### config.mk
export PLATFORM = sky130hd
export DESIGN_NAME = mix_pwm_top
export DESIGN_NICKNAME = d
export VERILOG_FILES = /design/src/rtl/mix_pkg.sv /design/src/rtl/mix_vol_reg.sv /design/src/rtl/mix_scaler.sv /design/src/rtl/mix_pwm_gen.sv /design/src/rtl/mix_pwm_top.sv
export SDC_FILE = /design/constraint.sdc
export NUM_CORES = 1
export LEC_CHECK = 0
export ABC_CLOCK_PERIOD_IN_PS = 16250
export BUFFER_PORTS_ARGS = -buffer_cell sky130_fd_sc_hd__buf_2
export CAP_MARGIN = 40
export CELL_PAD_IN_SITES_DETAIL_PLACEMENT = 1
export CELL_PAD_IN_SITES_GLOBAL_PLACEMENT = 2
export CORE_MARGIN = 8
export CORE_UTILIZATION = 40
export CTS_CLUSTER_SIZE = 20
export DETAILED_ROUTE_END_ITERATION = 8
export HOLD_SLACK_MARGIN = 0.06
export PLACE_DENSITY = 0.85
export SYNTH_ARGS = -nofsm -noshare
export SYNTH_HDL_FRONTEND = slang
export SYNTH_SLANG_ARGS = --single-unit
### constraint.sdc
create_clock -name clk -period 16.25 [get_ports clk]
set_input_delay 3.25 -clock clk [delete_from_list [all_inputs] [get_ports clk]]
set_output_delay 3.25 -clock clk [all_outputs]
set_load 0.01 [all_outputs]
### src/rtl/mix_pkg.sv
package mix_pkg;
   // Address of the master-volume register on the shared write port
   localparam logic [4:0] MIX_VOL_ADDR_DEF = 5'h18;
   localparam int MIX_PERIOD_DEF = 255;

   // Clip a wide unsigned value to a maximum
   function automatic int unsigned mix_clip(input int unsigned val, input int unsigned lim);
      return (val > lim) ? lim : val;
   endfunction
endpackage

### src/rtl/mix_vol_reg.sv
module mix_vol_reg #(
   parameter int ADDR_W = 5,
   parameter int DATA_W = 8,
   parameter int VOL_W  = 4,
   parameter logic [ADDR_W-1:0] VOL_ADDR = '0
) (
   input  logic              clk,
   input  logic              rst_n,
   input  logic              we,
   input  logic [ADDR_W-1:0] addr,
   input  logic [DATA_W-1:0] wdata,
   output logic [VOL_W-1:0]  vol_q
);
   logic hit;
   assign hit = we && (addr == VOL_ADDR);

   always_ff @(posedge clk or negedge rst_n) begin
      if (!rst_n)   vol_q <= '0;
      else if (hit) vol_q <= wdata[VOL_W-1:0];
   end
endmodule

### src/rtl/mix_scaler.sv
module mix_scaler #(
   parameter int NUM_VOICES = 3,
   parameter int SAMPLE_W   = 8,
   parameter int VOL_W      = 4,
   parameter int VOL_MAX    = 15,
   parameter bit SATURATE   = 1'b1
) (
   input  logic [NUM_VOICES*SAMPLE_W-1:0] samples,
   input  logic [VOL_W-1:0]               vol,
   output logic [SAMPLE_W-1:0]            duty
);
   localparam int SUM_MAX = NUM_VOICES * ((1 << SAMPLE_W) - 1);
   localparam int SUM_W   = $clog2(SUM_MAX + 1);
   localparam int PROD_W  = SUM_W + VOL_W;
   localparam logic [PROD_W-1:0] DUTY_MAX = PROD_W'((1 << SAMPLE_W) - 1);
   localparam logic [PROD_W-1:0] DIVISOR  = PROD_W'(VOL_MAX);

   logic [SUM_W-1:0] part [NUM_VOICES+1];
   assign part[0] = '0;

   for (genvar k = 0; k < NUM_VOICES; k++) begin : g_sum
      assign part[k+1] = part[k] + SUM_W'(samples[k*SAMPLE_W +: SAMPLE_W]);
   end

   logic [PROD_W-1:0] prod, quot;
   assign prod = PROD_W'(part[NUM_VOICES]) * PROD_W'(vol);
   assign quot = prod / DIVISOR;

   if (SATURATE) begin : g_sat
      assign duty = (quot > DUTY_MAX) ? SAMPLE_W'(DUTY_MAX) : quot[SAMPLE_W-1:0];
   end else begin : g_wrap
      assign duty = quot[SAMPLE_W-1:0];
   end
endmodule

### src/rtl/mix_pwm_gen.sv
module mix_pwm_gen #(
   parameter int DUTY_W = 8,
   parameter int PERIOD = 255
) (
   input  logic                      clk,
   input  logic                      rst_n,
   input  logic [DUTY_W-1:0]         duty_next,
   output logic [$clog2(PERIOD)-1:0] cnt_q,
   output logic [DUTY_W-1:0]         duty_q,
   output logic                      pwm
);
   localparam int CNT_W = $clog2(PERIOD);
   localparam logic [CNT_W-1:0] LAST = CNT_W'(PERIOD - 1);

   logic wrap;
   assign wrap = (cnt_q == LAST);

   always_ff @(posedge clk or negedge rst_n) begin
      if (!rst_n) begin
         cnt_q  <= '0;
         duty_q <= '0;
      end else if (wrap) begin
         cnt_q  <= '0;
         duty_q <= duty_next;
      end else begin
         cnt_q  <= cnt_q + 1'b1;
      end
   end

   // Compare in a common width so that any counter width works
   assign pwm = (32'(cnt_q) < 32'(duty_q));
endmodule

### src/rtl/mix_pwm_top.sv
module mix_pwm_top
   import mix_pkg::*;
#(
   parameter int NUM_VOICES = 3,
   parameter int SAMPLE_W   = 8,
   parameter int VOL_W      = 4,
   parameter int ADDR_W     = 5,
   parameter int DATA_W     = 8,
   parameter int PERIOD     = MIX_PERIOD_DEF,
   parameter logic [ADDR_W-1:0] VOL_ADDR = ADDR_W'(MIX_VOL_ADDR_DEF),
   parameter bit SATURATE   = 1'b1
) (
   input  logic                           clk,
   input  logic                           rst_n,
   input  logic [NUM_VOICES*SAMPLE_W-1:0] voice_samples,
   input  logic                           reg_we,
   input  logic [ADDR_W-1:0]              reg_addr,
   input  logic [DATA_W-1:0]              reg_wdata,
   output logic                           pwm_out
);
   localparam int VOL_MAX = (1 << VOL_W) - 1;
   localparam int CNT_W   = $clog2(PERIOD);

   if (PERIOD < 2 || PERIOD > (1 << SAMPLE_W)) begin : g_bad_period
      $error("mix_pwm_top: PERIOD must lie in 2..2**SAMPLE_W");
   end
   if (VOL_W < 1 || VOL_W > DATA_W) begin : g_bad_vol
      $error("mix_pwm_top: VOL_W must lie in 1..DATA_W");
   end
   if (NUM_VOICES < 1) begin : g_bad_voices
      $error("mix_pwm_top: at least one voice required");
   end

   logic [VOL_W-1:0]    vol_w;
   logic [SAMPLE_W-1:0] duty_next_w;
   logic [SAMPLE_W-1:0] duty_w;
   logic [CNT_W-1:0]    cnt_w;

   mix_vol_reg #(
      .ADDR_W(ADDR_W), .DATA_W(DATA_W), .VOL_W(VOL_W), .VOL_ADDR(VOL_ADDR)
   ) u_vol (
      .clk(clk), .rst_n(rst_n), .we(reg_we), .addr(reg_addr),
      .wdata(reg_wdata), .vol_q(vol_w)
   );

   mix_scaler #(
      .NUM_VOICES(NUM_VOICES), .SAMPLE_W(SAMPLE_W), .VOL_W(VOL_W),
      .VOL_MAX(VOL_MAX), .SATURATE(SATURATE)
   ) u_scale (
      .samples(voice_samples), .vol(vol_w), .duty(duty_next_w)
   );

   mix_pwm_gen #(
      .DUTY_W(SAMPLE_W), .PERIOD(PERIOD)
   ) u_pwm (
      .clk(clk), .rst_n(rst_n), .duty_next(duty_next_w),
      .cnt_q(cnt_w), .duty_q(duty_w), .pwm(pwm_out)
   );
endmodule

==> summary.md <==
| Metric | Value |
|---|---|
| Slew @ Worst Pin | `887.2 ps` |
| Remaining global-route overflow | `0` |
| CP most frequent cell | `inv_1` |
| Fin crit period | `13220 ps` |
| Highest Clock Rate | `~0.076 GHz` |
| Hold Violations, Final | `0` |
| Post-synthesis cell area | `4801 sq um` |
| Async SR Flop Fraction | `100.0%` |
| Mapped Nets | `716` |
| Slowest stage delay, CP | `530 ps` |
| TritonRoute pass-1 iters | `4` |
| Hold-fix buffers, CTS | `0` |
| WL per Instance | `around 17 um` |
| WL final | `13270 um` |
| Rows | `40` |
| Avg Inst Size Synth | `between 7 and 8 sq um` |
| Synth area leaders | `ha_1 (11%), dfrtp_1 (10%), fa_1 (7.5%)` |
| Post-synth cell types | `92` |
| Vias/cell | `6.115` |
| CP max-delay cell | `fa_1` |
| DRC Markers | `0` |
| Post-CTS setup buffers | `0` |
| CP Capture Type | `flip-flop` |
| Worst-case clock skew | `about 6.2 ps` |
| CTS Buf Count | `3` |
| TNS Setup | `0 ps` |
| Top-level I/O count | `41` |
| Req. time, crit path | `16380 ps` |
| Hold Crit Class | `reg2reg` |
| Die extent in y | `around 130 um` |
| First-pass GRT wire length | `22850 um` |
| Synth Register Bits | `20` |
| Root Driver | `clkbuf_16` |
| Startpoint types | `input port` |
| Placed wire-length estimate | `10900 um` |
| Iter 0 DRT Violations | `164` |
| Antenna violations before repair | `0` |
| DIE AREA | `15760 sq um` |
| CTS H-Tree Depth | `1` |
| Worst-path fanout max | `18` |
| Worst r2r path cells | `28` |
| Sink Count | `20` |
| Status | `finished clean` |
| Hold Slack | `493.3 ps` |
| Post-synth top area share | `11.47%` |
| Finish-stage setup viols | `0` |
| Hold Crit Depth | `1` |
| Worst-skew pair later-pin latency | `260 ps` |
| Max clock buf depth | `2` |
| Main synth FF type | `dfrtp_1` |
| Cell Area, Placed | `5029 sq um` |
| DRT antenna net count | `0` |
| Ys Warns | `0` |
| Final period util | `81.36%` |
| Place WS | `2888 ps` |
| Seq/Total Area, Yosys | `10.42%` |
| Max_cap viols | `0` |
| Fin worst setup slack | `3028 ps` |
| Vias in the first global route | `4801` |
| Fin area | `~5000 sq um` |
| Post-cts gate resize count | `0` |
| Core Area | `11860 sq um` |
| Die X | `125.6 um` |
| I/O Buffers | `36` |
| Kind of critical path | `in2reg` |
| Share of cells above drive strength 1 | `12.74%` |
| CP arrival | `13350 ps` |
| Routed vias | `4739` |
| GRT Util Overall | `16.80%` |
| Area leader, netlist | `ha_1` |
| Synth Instances | `614` |
| Initial cell density of the core | `40.47%` |
| RSZ-0062 raised after global routing | `false` |
| Rel. slew slack | `slightly above 40%` |
| Post-layout nets | `731` |
| N_diodes | `0` |
| CTS tree | `done` |
| Routability cong. | `0.8836` |
| Final Max Slew Viols | `0` |
| Number of synthesized flops with an enable pin | `0` |
| Layout Area Growth over Synthesis | `7.089%` |
| Reg clk slew, reported paths | `60 ps` |
| Largest net degree at the start of global routing | `21` |
Yosys cell counts (6+ instances only):
cell type and count:
fa_1 18, or3_1 6, o21bai_1 9, nand4_1 6, o21ai_1 7, nand2b_1 7, xnor2_1 18, inv_1 52
dfrtp_1 20, xor2_1 12, a21oi_1 39, nand3_1 19, and2_1 32, ha_1 44, and3_1 6, o21ai_0 20
clkbuf_1 15, a21o_1 14, o21a_1 11, nor3_1 12, o211ai_1 13, nor2_1 44, nand2_1 49, a211oi_1 12
buf_2 7
logic make-up after synthesis:
kind of cell | after synthesis | share of synthesized area [%]
DFF | 20 | 10.42
muxes | 5 | 1.147
AOI/OAI and AO/OA | 208 | 33.72
adders and majority gates | 62 | 18.97
and+or+nand+nor | 208 | 23.12
xor gates and xnor gates | 30 | 5.473
buffers and inverters | 81 | 7.141
stage by stage:
stage | util (%) | cells
floorplan | - | 614
global placement | 42.39 | 770
detailed placement | 42.39 | 770
CTS | 43.28 | 774
global route | 43.34 | 775
finish | 43.34 | 775
flip-flops by register name (all words and copies together), names as in the netlist:
| name | flops |
|---|---|
| u_pwm.duty_q | 8 |
| u_vol.vol_q | 4 |
| u_pwm.cnt_q | 8 |
routing by layer:
metal | GRT usage [%] | vias up | share of wire, % | wire length (um)
li1 | - | 2298 | - | -
met1 | 21.06 | 2333 | 44 | 5851
met2 | 30.86 | 102 | 52 | 6875
met3 | 1.912 | 6 | 3.7 | 496
met4 | 1.791 | 0 | 0.38 | 51
met5 | 0 | - | 0 | 0
area by class of cell:
type / count / area (sq um)
clock buffers: 3 / 75.07
clock inverters: 1 / 30.03
fillers: 1472 / 6720
inverters: 53 / 198.9
multi-input cells: 513 / 3958
flip-flops and latches: 20 / 500.5
well taps: 147 / 183.9
repair buffers: 38 / 195.2
cell usage in the layout, fill, tap and decap left out, types with 4 or more instances in the layout:
master / count
fa_1: 18
o21bai_1: 9
o21ai_0: 20
xnor2_1: 18
inv_1: 52
dfrtp_1: 20
a211oi_1: 12
a21oi_1: 39
o2111ai_1: 4
nor3_1: 12
a211o_1: 4
a21o_1: 14
o22a_1: 4
and2_1: 32
nand2b_1: 7
mux2_2: 4
o211a_1: 4
xor2_1: 12
nand2_1: 49
o21ai_1: 7
nor2_1: 44
nor4_1: 4
nand4_1: 6
ha_1: 44
nor4b_1: 4
and3_1: 6
nand3_1: 19
buf_2: 36
o211ai_1: 13
or3_1: 6
o21a_1: 11
path summary, 6_finish.rpt:
path                                             from                          end  slack [ps]
max                                  voice_samples[0]  u_pwm.duty_q[0]$_DFFE_PN0N_        3030
min                          u_pwm.cnt_q[0]$_DFF_PN0_     u_pwm.cnt_q[0]$_DFF_PN0_         490
max reg2reg                u_vol.vol_q[3]$_DFFE_PN0P_  u_pwm.duty_q[0]$_DFFE_PN0N_        7740
min reg2reg                  u_pwm.cnt_q[0]$_DFF_PN0_     u_pwm.cnt_q[0]$_DFF_PN0_         490
max in group asynchronous                       rst_n  u_pwm.duty_q[0]$_DFFE_PN0N_       12960
min in group asynchronous                       rst_n  u_pwm.duty_q[2]$_DFFE_PN0N_        2950
critical path: cells and delay by family:
kind,cells,cell delay (ps)
compound gates,18,4590
fa+ha+maj,7,2820
xor+xnor,1,130
buf+inv,6,440
simple gates,10,2050
Power is left out: the tool's default activity adds up to more than one toggle a clock period on the data nets, which glitch-free logic cannot reach.
